===== src/rtl/cfg_fmt_pkg.sv =====
package cfg_fmt_pkg;

  localparam int HDR_ONES  = 8;
  localparam int PRE_BITS  = 4;
  localparam int LEN_BITS  = 24;
  localparam int SEP_BITS  = 4;
  localparam int CHK_BITS  = 4;
  localparam int POST_BITS = 8;

  // Bit i of each code is the i-th bit sent
  localparam logic [PRE_BITS-1:0]  PRE_SEQ  = 4'b0100;
  localparam logic [CHK_BITS-1:0]  CHK_SEQ  = 4'b0110;
  localparam logic [POST_BITS-1:0] POST_SEQ = 8'b1111_1110;

  typedef enum logic [3:0] {
    PH_IDLE, PH_LEAD, PH_PRE, PH_LEN, PH_SEP,
    PH_FSTART, PH_FDATA, PH_FCHK, PH_POST
  } phase_e;

  typedef struct packed {
    logic       loadLen;
    logic       shiftLen;
    logic       loadFrame;
    logic       shiftFrame;
    phase_e     phase;
    logic [4:0] bitIdx;
  } strobe_t;

endpackage


===== src/rtl/cfg_fmt_ctrl.sv =====
module cfg_fmt_ctrl
  import cfg_fmt_pkg::*;
#(
  parameter int FRAME_BITS = 8,
  parameter int NUM_FRAMES = 4,
  parameter int LEAD_W     = 4
) (
  input  logic              clk,
  input  logic              rst_n,
  input  logic              start,
  input  logic [LEAD_W-1:0] extraOnes,
  input  logic              frameValid,
  output strobe_t           st,
  output logic              busy,
  output logic              frameReady,
  output logic              serValid
);

  localparam int LEAD_MAX = HDR_ONES + (1 << LEAD_W) - 1;
  localparam int CNT_M1   = (LEAD_MAX > FRAME_BITS) ? LEAD_MAX : FRAME_BITS;
  localparam int CNT_MAX  = (CNT_M1 > LEN_BITS) ? CNT_M1 : LEN_BITS;
  localparam int CNT_W    = $clog2(CNT_MAX + 1);
  localparam int FRM_W    = (NUM_FRAMES > 1) ? $clog2(NUM_FRAMES) : 1;

  phase_e           ph, phNext;
  logic [CNT_W-1:0] cnt, phaseLen, leadLen;
  logic [FRM_W-1:0] frmCnt;
  logic             lastBit, lastFrame;

  always_comb begin
    case (ph)
      PH_LEAD:  phaseLen = leadLen;
      PH_PRE:   phaseLen = CNT_W'(PRE_BITS);
      PH_LEN:   phaseLen = CNT_W'(LEN_BITS);
      PH_SEP:   phaseLen = CNT_W'(SEP_BITS);
      PH_FDATA: phaseLen = CNT_W'(FRAME_BITS);
      PH_FCHK:  phaseLen = CNT_W'(CHK_BITS);
      PH_POST:  phaseLen = CNT_W'(POST_BITS);
      default:  phaseLen = CNT_W'(1);
    endcase
  end

  assign lastBit    = (cnt == phaseLen - CNT_W'(1));
  assign lastFrame  = (frmCnt == FRM_W'(NUM_FRAMES - 1));
  assign busy       = (ph != PH_IDLE);
  assign frameReady = (ph == PH_FSTART);
  assign serValid   = busy && (frameReady ? frameValid : 1'b1);

  always_comb begin
    case (ph)
      PH_LEAD:   phNext = PH_PRE;
      PH_PRE:    phNext = PH_LEN;
      PH_LEN:    phNext = PH_SEP;
      PH_SEP:    phNext = PH_FSTART;
      PH_FSTART: phNext = PH_FDATA;
      PH_FDATA:  phNext = PH_FCHK;
      PH_FCHK:   phNext = lastFrame ? PH_POST : PH_FSTART;
      default:   phNext = PH_IDLE;
    endcase
  end

  always_ff @(posedge clk or negedge rst_n) begin
    if (!rst_n) begin
      ph      <= PH_IDLE;
      cnt     <= '0;
      frmCnt  <= '0;
      leadLen <= '0;
    end else if (ph == PH_IDLE) begin
      if (start) begin
        ph      <= PH_LEAD;
        cnt     <= '0;
        frmCnt  <= '0;
        leadLen <= CNT_W'(HDR_ONES) + CNT_W'(extraOnes);
      end
    end else if (serValid) begin
      if (lastBit) begin
        ph  <= phNext;
        cnt <= '0;
        if (ph == PH_FCHK && !lastFrame) frmCnt <= frmCnt + FRM_W'(1);
      end else begin
        cnt <= cnt + CNT_W'(1);
      end
    end
  end

  always_comb begin
    st            = '0;
    st.loadLen    = (ph == PH_IDLE) && start;
    st.shiftLen   = (ph == PH_LEN);
    st.loadFrame  = frameReady && frameValid;
    st.shiftFrame = (ph == PH_FDATA);
    st.phase      = ph;
    st.bitIdx     = cnt[4:0];
  end


  stall_chk: assert property (@(posedge clk) disable iff (!rst_n)
    (frameReady && !frameValid) |-> !serValid);


  ready_busy_chk: assert property (@(posedge clk) disable iff (!rst_n)
    frameReady |-> busy);


  done_chk: assert property (@(posedge clk) disable iff (!rst_n)
    (ph == PH_POST && lastBit) |=> !busy);


  restart_ignored_chk: assert property (@(posedge clk) disable iff (!rst_n)
    (busy && start) |=> (ph != PH_LEAD || $past(ph) == PH_LEAD));


  frame_bound_chk: assert property (@(posedge clk) disable iff (!rst_n)
    (ph == PH_FCHK && lastBit && serValid && !lastFrame) |=> (ph == PH_FSTART));

endmodule


===== src/rtl/cfg_fmt_dp.sv =====
module cfg_fmt_dp
  import cfg_fmt_pkg::*;
#(
  parameter int FRAME_BITS = 8,
  parameter int NUM_FRAMES = 4,
  parameter int LEAD_W     = 4
) (
  input  logic                  clk,
  input  logic                  rst_n,
  input  strobe_t               st,
  input  logic [LEAD_W-1:0]     extraOnes,
  input  logic [FRAME_BITS-1:0] frameData,
  output logic                  serOut
);

  localparam int FRAME_TOTAL = 1 + FRAME_BITS + CHK_BITS;
  localparam int STREAM_BASE = HDR_ONES + PRE_BITS + LEN_BITS + SEP_BITS
                             + POST_BITS + NUM_FRAMES * FRAME_TOTAL;

  logic [LEN_BITS-1:0]   lenSh;
  logic [FRAME_BITS-1:0] frameSh;

  always_ff @(posedge clk or negedge rst_n) begin
    if (!rst_n) begin
      lenSh   <= '0;
      frameSh <= '0;
    end else begin
      if (st.loadLen)        lenSh <= LEN_BITS'(STREAM_BASE) + LEN_BITS'(extraOnes);
      else if (st.shiftLen)  lenSh <= lenSh << 1;
      if (st.loadFrame)        frameSh <= frameData;
      else if (st.shiftFrame)  frameSh <= frameSh << 1;
    end
  end

  always_comb begin
    case (st.phase)
      PH_LEAD, PH_SEP: serOut = 1'b1;
      PH_PRE:          serOut = PRE_SEQ[st.bitIdx[1:0]];
      PH_LEN:          serOut = lenSh[LEN_BITS-1];
      PH_FDATA:        serOut = frameSh[FRAME_BITS-1];
      PH_FCHK:         serOut = CHK_SEQ[st.bitIdx[1:0]];
      PH_POST:         serOut = POST_SEQ[st.bitIdx[2:0]];
      default:         serOut = 1'b0;
    endcase
  end


  len_drain_chk: assert property (@(posedge clk) disable iff (!rst_n)
    (st.phase == PH_SEP) |-> (lenSh == '0));


  frame_drain_chk: assert property (@(posedge clk) disable iff (!rst_n)
    (st.phase == PH_FCHK) |-> (frameSh == '0));

endmodule


===== src/rtl/cfg_stream_fmt.sv =====
module cfg_stream_fmt
  import cfg_fmt_pkg::*;
#(
  parameter int FRAME_BITS = 8,
  parameter int NUM_FRAMES = 4,
  parameter int LEAD_W     = 4
) (
  input  logic                  clk,
  input  logic                  rst_n,
  input  logic                  start,
  input  logic [LEAD_W-1:0]     extraOnes,
  input  logic [FRAME_BITS-1:0] frameData,
  input  logic                  frameValid,
  output logic                  frameReady,
  output logic                  serOut,
  output logic                  serValid,
  output logic                  busy
);

  strobe_t st;

  cfg_fmt_ctrl #(
    .FRAME_BITS(FRAME_BITS), .NUM_FRAMES(NUM_FRAMES), .LEAD_W(LEAD_W)
  ) u_ctrl (
    .clk(clk), .rst_n(rst_n), .start(start), .extraOnes(extraOnes),
    .frameValid(frameValid), .st(st), .busy(busy),
    .frameReady(frameReady), .serValid(serValid)
  );

  cfg_fmt_dp #(
    .FRAME_BITS(FRAME_BITS), .NUM_FRAMES(NUM_FRAMES), .LEAD_W(LEAD_W)
  ) u_dp (
    .clk(clk), .rst_n(rst_n), .st(st), .extraOnes(extraOnes),
    .frameData(frameData), .serOut(serOut)
  );

endmodule


===== config.mk =====
export PLATFORM = sky130hd
export DESIGN_NAME = cfg_stream_fmt
export DESIGN_NICKNAME = d
export VERILOG_FILES = /design/src/rtl/cfg_fmt_pkg.sv /design/src/rtl/cfg_fmt_ctrl.sv /design/src/rtl/cfg_fmt_dp.sv /design/src/rtl/cfg_stream_fmt.sv
export SDC_FILE = /design/constraint.sdc
export NUM_CORES = 1
export LEC_CHECK = 0
export CORE_MARGIN = 2
export CORE_UTILIZATION = 28
export DETAILED_ROUTE_END_ITERATION = 16
export SETUP_SLACK_MARGIN = 0.3
export SLEW_MARGIN = 20
export SYNTH_ARGS = -nofsm -noshare
export SYNTH_HDL_FRONTEND = slang
export SYNTH_SLANG_ARGS = --single-unit

===== constraint.sdc =====
create_clock -name clk -period 3 [get_ports clk]
set_clock_uncertainty 0.1 [all_clocks]
set_input_delay 0.6 -clock clk [delete_from_list [all_inputs] [get_ports clk]]
set_output_delay 0.6 -clock clk [all_outputs]
set_load 0.02 [all_outputs]

## Yosys cells after proc, flatten, opt, wreduce, memory -nomap -nowiden

Memory sizes are Yosys's and may differ from the RTL's.
Index checks and enable logic that the tools add are counted.

- Flip-flop bits (word level): 48
- Memory bits (read-only): 8
- Input bits: 16
- Output and inout bits: 4
- Logic and storage cells: 71
- Memories kept: 1

- $add $sub $neg: 5
- Magnitude comparators: 2
- Eq/ne operators: 11
- Mux-type cells: 27
- Reductions and logical operators: 19

Memory list:

| memory | words | width | read ports | clocked after Yosys merged registers in | wr ports | RTL line | text |
|---|---|---|---|---|---|---|---|
| (name not given) | 8 | 1 | 1 | 0 | 0 | cfg_fmt_dp.sv:42 | `PH_POST: serOut = POST_SEQ[st.bitIdx[2:0]];` |

Operators by type and width:

| kind | count |
|---|---|
| two-way mux 24 bit | 2 |
| case mux 4 bit (7 select lines) | 1 |
| two-way mux 4 bit | 5 |
| two-way mux 5 bit | 4 |
| case mux 5 bit (4 select lines) | 1 |
| == test 4 x 3 -> 1 bit (second input constant) | 4 |
| two-way mux 8 bit | 2 |
| two-way mux 2 bit | 5 |
| nonzero test 2 bit | 5 |
| adder 7 x 4 -> 8 bit (first input constant) | 1 |
| == test 4 x 2 -> 1 bit (second input constant) | 2 |
| case mux 1 bit (6 select lines) | 1 |
| adder 4 x 4 -> 5 bit (first input constant) | 1 |
| adder 5 x 1 -> 5 bit (second input constant) | 1 |
| == test 5 bit | 1 |
| subtractor 5 x 1 -> 5 bit (second input constant) | 1 |
| binary-select mux 1 bit (select 2 bit) | 2 |
| == test 4 x 1 -> 1 bit (second input constant) | 1 |
| == test 4 bit (second input constant) | 1 |
| logical AND 1 bit | 4 |
| zero test 4 bit | 1 |
| less-than comparator 3 x 4 -> 1 bit (second input constant) | 1 |
| two-way mux 1 bit | 4 |
| AND reduction 2 bit | 2 |
| 10 further kinds | 11 |

## Depth between registers and ports, before layout

- Depth in word-level cells: 8
- Gate-level depth with buffers: 14
- Gate-level depth less buffers: 11

## Cells and area by module

A second synthesis with hierarchy kept.

- Cell total of the unflattened synthesis: 271
- Area, all modules: 2652.5 um^2

Modules (own cells, without submodules):

| module | times used | cells an instance | area each (um^2) | seq. area each (um^2) |
|---|---|---|---|---|
| cfg_fmt_dp | 1 | 133 | 1476.4 | 800.8 |
| cfg_fmt_ctrl | 1 | 138 | 1176.1 | 400.4 |

## Least setup slack after synthesis

No wires, ideal clock.

- Kind: register to register
- From: reg u_ctrl.ph[0]
- To: reg u_ctrl.cnt[1]
- Setup time: 122 ps
- Arrival time: 2685 ps
- Data required time: 2778 ps
- Path slack: 94 ps
- Stages on the path, launching flop included: 13
- Buffers on the path: 2
- Period minus slack after synthesis: 2906 ps
- Path through: dfrtp_1 > buf_6 > or4b_4 > o31a_4 > nand2_1 > ha_1 > xor2_1 > nand2_1 > nor4b_2 > a41oi_2 > or2_1 > buf_6 > a32o_1

- Longest elaborated chain between the ends: 8
- Elaborated cells between the ends (all ways): 23
- Those cells by class: 1 x add/sub; 10 x eq/ne; 5 x mux; 7 x reduce/logical

RTL lines:

| item | RTL line | text |
|---|---|---|
| start: declaration | cfg_fmt_ctrl.sv:25 | `phase_e ph, phNext;` |
| start signal: assignment | cfg_fmt_ctrl.sv:77 | `ph <= phNext;` |
| == test 4 x 2 -> 1 bit (tied with other cells) | cfg_fmt_ctrl.sv:31 | `case (ph)` |
| OR reduction 3 bit (no source line) / OR reduction 2 bit (equally long branches) | - |  |
| case mux 5 bit (4 select lines) | cfg_fmt_ctrl.sv:31 |  |
| subtractor 5 x 1 -> 5 bit | cfg_fmt_ctrl.sv:43 | `assign lastBit = (cnt == phaseLen - CNT_W'(1));` |
| == test 5 bit | cfg_fmt_ctrl.sv:43 |  |
| two-way mux 5 bit | cfg_fmt_ctrl.sv:76 | `if (lastBit) begin` |
| two-way mux 5 bit | cfg_fmt_ctrl.sv:75 | `end else if (serValid) begin` |
| two-way mux 5 bit | cfg_fmt_ctrl.sv:68 | `end else if (ph == PH_IDLE) begin` |
| end signal: assignment | cfg_fmt_ctrl.sv:81 | `cnt <= cnt + CNT_W'(1);` |
| end: declaration | cfg_fmt_ctrl.sv:26 | `logic [CNT_W-1:0] cnt, phaseLen, leadLen;` |

Parallel ways exist; a longest one is shown, timed or not. The select of a mux whose other input is x is not followed.
A chain may end at the register's enable or synchronous reset.

## Worst setup path after layout

- From: reg u_ctrl.ph[0]
- To: reg u_ctrl.frmCnt[0]

- Longest elaborated chain between the ends: 7
- Elaborated cells between the ends (all ways): 24
- Those cells by class: 1 x add/sub; 10 x eq/ne; 3 x mux; 10 x reduce/logical

RTL lines:

| item | RTL line | text |
|---|---|---|
| == test 4 x 2 -> 1 bit (tied with other cells) | cfg_fmt_ctrl.sv:31 |  |
| OR reduction 3 bit (no source line) / OR reduction 2 bit (equally long branches) | - |  |
| case mux 5 bit (4 select lines) | cfg_fmt_ctrl.sv:31 |  |
| subtractor 5 x 1 -> 5 bit | cfg_fmt_ctrl.sv:43 |  |
| == test 5 bit | cfg_fmt_ctrl.sv:43 |  |
| nonzero test 2 bit (no source line) | - |  |
| AND reduction 4 bit (no source line) | - |  |
| end signal: assignment | cfg_fmt_ctrl.sv:79 | `if (ph == PH_FCHK && !lastFrame) frmCnt <= frmCnt + FRM_W'(1);` |
| end: declaration | cfg_fmt_ctrl.sv:27 | `logic [FRM_W-1:0] frmCnt;` |

Parallel ways exist; a longest one is shown, timed or not.

==> impl_results.md <==
* Outcome: finished clean
* Largest net degree at the start of global routing at 33
* IO Pins at 20
* # nets final at 335
* Routability cong. at 0.8676
* Fin crit share at 0.9435
* Setup_tns at 0 ns
* Die height at 98.61 um
* Simple-Gate Fraction of Synth Area at 0.2282
* Post-Synth XOR/XNOR Area at 0.01747
* Drt drc at 0
* Htree depth at 2
* CTS Buf Count at 5
* Post-synth ARST share at 1.000
* PwrDens at 846.9 mW/mm2
* Post-synth EDFFs at 0
* Top-area cell type share of the netlist area at 0.4793
* Mapped Nets at 304
* First-pass DRT Iterations at 4
* Area after DPL at 0.002861 mm2
* Area delta synth->final at 24.51%
* Most used routing layer: met2
* Hold bufs inserted after CTS at 0
* Fin. max-slew vios at 0
* Vias in the first global route at 2,062
* Horiz. Die Dim at 98.61 um
* Port Buffers at 19
* Initial Util at 0.2874
* RSZ-0062 raised after global routing: yes
* Static leakage at 0.001406 uW
* Met1 GRT Util at 0.1747
* Cell count after synthesis at 282
* Finished Cell Area at 0.003120 mm2
* Synth Area in Adders at 0.02996
* Wirelength per Cell at 13.72 um
* Slew HR at 0.6061
* Achievable Freq at 0.3533 GHz
* Crit end category: flop
* Pre-CTS setup slack at 0.09665 ns
* CP required at 3.09 ns
* Top cells by area, synth: dfrtp_1, nand2_1, a21oi_1, ha_1, o21ai_0
* Post-DP HPWL at 4027 um
* Seq/Total Area, Yosys at 0.4793
* Count of final setup violators at 0
* Crit start category: flop
* Rows at 34
* Netlist cell types at 49
* Clk sink count at 48
* Setup CP Type: flop to flop
* Maximum vdd ir drop at 0.0002232 V
* Yosys top cell by area: dfrtp_1
* CTS tree: built
* GR Overflow Total at 0
* Clock slew at reported path FFs at 0.09 ns
* Initial DRC count at 104
* Crit path DAT at 2.92 ns
* Final worst slack at 0.1696 ns
* Ant. Diodes at 0
* Max Cap Viol at 0
* Global Route met2 Usage at 0.1931
* DR vias at 2,093
* Most used flip-flop cell after synthesis: dfrtp_1
* Worst skew pair latency at 0.30 ns
* Total wire length at 5788 um
* Final hold vios at 0
* Area of the core at 0.008721 mm2
* Post-Syn Area per Cell at 8.887 um2
* Crit Path Max Fanout at 5
* Layout cells sized above 1 at 0.1943
* First-pass GRT wire length at 9791 um
* Setup slack, reg-to-reg at 0.17 ns
* Hold Crit Class: input pin to async pin
* Die area at 0.009723 mm2
* Register bit count reported by yosys at 48
* CTS Root Cell: clkbuf_8
* Antenna Nets Post-Route at 0
* Multiplexer area fraction after synthesis at 0.01648
* Initial antenna violation count at 0
* Post-DR vias/cell at 4.960
* Main combinational cell family by area after synthesis: simple AND/OR/NAND/NOR gates
* Mapped Area at 0.002506 mm2
* Synth warn at 0
* GR Layer Usage met3 at 0.02482
* Post-synthesis compound-gate area fraction at 0.1867
* GRT Total Usage at 0.1222
* Final min period at 2.830 ns
* Worst Tran Pin Value at 0.5886 ns
* Clock Path Buffers at 2
-- per-stage QoR --
step | hold slack, ns | instances | power (uW) | util
final | 0.1004 | 422 | 2643 | 0.3578
after CTS | 0.1065 | 419 | 2581 | 0.3498
after detailed placement | 0.3691 | 405 | 2000 | 0.3281
after floorplan | 0.2044 | 282 | 1715 | -
after global routing | 0.1090 | 422 | 2844 | 0.3578
after global placement | 0.3608 | 405 | 1978 | 0.3281
-- flip-flops by register name, indices dropped and copies added (netlist names) --
register / cells
u_dp.frameSh: 8
u_ctrl.frmCnt: 2
u_ctrl.cnt: 5
u_ctrl.ph: 4
u_dp.lenSh: 24
u_ctrl.leadLen: 5
-- worst max-delay path, cell delays in order, from the launching register on --
cell and delay (ns):
dfrtp_1 0.43, or4b_4 0.56, o31a_4 0.14, nand2_4 0.07, ha_4 0.21, xor2_4 0.15, nand2_2 0.08, nor4b_4 0.24
a41oi_2 0.11, nor3_2 0.24, o22ai_2 0.11, mux2_4 0.27
-- placed cells by master (no fill, tap or decap), types with 2 or more instances in the layout --
cell,count
a211o_1,2
a21o_1,3
a21oi_1,21
a22oi_1,6
a31oi_1,3
and2_1,2
buf_4,19
clkbuf_8,6
clkdlybuf4s50_1,14
dfrtp_1,44
dfrtp_2,4
dlygate4sd2_1,2
ha_1,5
inv_1,8
mux2i_1,3
nand2_1,79
nand2b_1,2
nand3_1,8
nor2_1,14
nor2_2,3
nor2b_1,2
nor3_1,6
nor3_2,2
o21ai_0,11
o21ai_1,3
o21ai_2,2
o22a_1,2
o22ai_2,2
xnor2_1,2
xor2_1,2
-- logic make-up (layout without fill, tap and decap cells) --
logic type,count (synthesis),after routing
simple gates,128,128
xor+xnor,5,5
flops,48,48
buf+inv,23,55
compound gates,68,68
fa+ha+maj,6,6
mux,4,4
-- repair_timing --
item                                    CTS  global route
endpoints found under the setup margin   14            13
pin swaps                                 4             5
endpoints found under the hold margin     0             0
gates resized for setup                  13            14
setup buffers                             6             3
-- synthesized netlist by cell type (all sizes together), types with 3 or more instances --
master	n
a21o	3
a21oi	21
a22oi	6
a31oi	3
buf	5
clkbuf	10
dfrtp	48
ha	6
inv	8
mux2i	3
nand2	81
nand3	9
nor2	17
nor3	8
o21ai	16
xor2	3
-- routing by layer --
metal,part of all wire,up-vias
met3,0.043,4
met2,0.48,37
met5,0,-
met1,0.47,1025
met4,0.0062,0
li1,-,1027
-- final timing paths --
path | start | endpoint | cells past startpoint
setup / recovery | u_ctrl.ph[0]$_DFFE_PN0P_ | u_ctrl.frmCnt[0]$_DFFE_PN0P_ | 11
hold / removal | rst_n | u_dp.lenSh[11]$_DFFE_PN0P_ | 1
setup reg to reg | u_ctrl.ph[0]$_DFFE_PN0P_ | u_ctrl.frmCnt[0]$_DFFE_PN0P_ | 11
hold reg to reg | u_dp.frameSh[4]$_DFFE_PN0P_ | u_dp.frameSh[4]$_DFFE_PN0P_ | 2
max in group asynchronous | rst_n | u_ctrl.ph[2]$_DFFE_PN0P_ | 2
min in group clk | u_dp.frameSh[4]$_DFFE_PN0P_ | u_dp.frameSh[4]$_DFFE_PN0P_ | 2
-- final cells by class --
class,instances,area (um2)
clock buffers,6,82.58
fillers,883,5600
multi-input cells,211,1294
clock inverters,2,38.79
inverters,8,30.03
flip-flops and latches,48,1206
well taps,108,135.1
repair buffers,39,334.1
-- power by group --
| part | switching (uW) | internal (uW) |
|---|---|---|
| registers | 105 | 759 |
| clock network | 223 | 273 |
| logic | 731 | 551 |
Power figures use the tool's default switching activity.
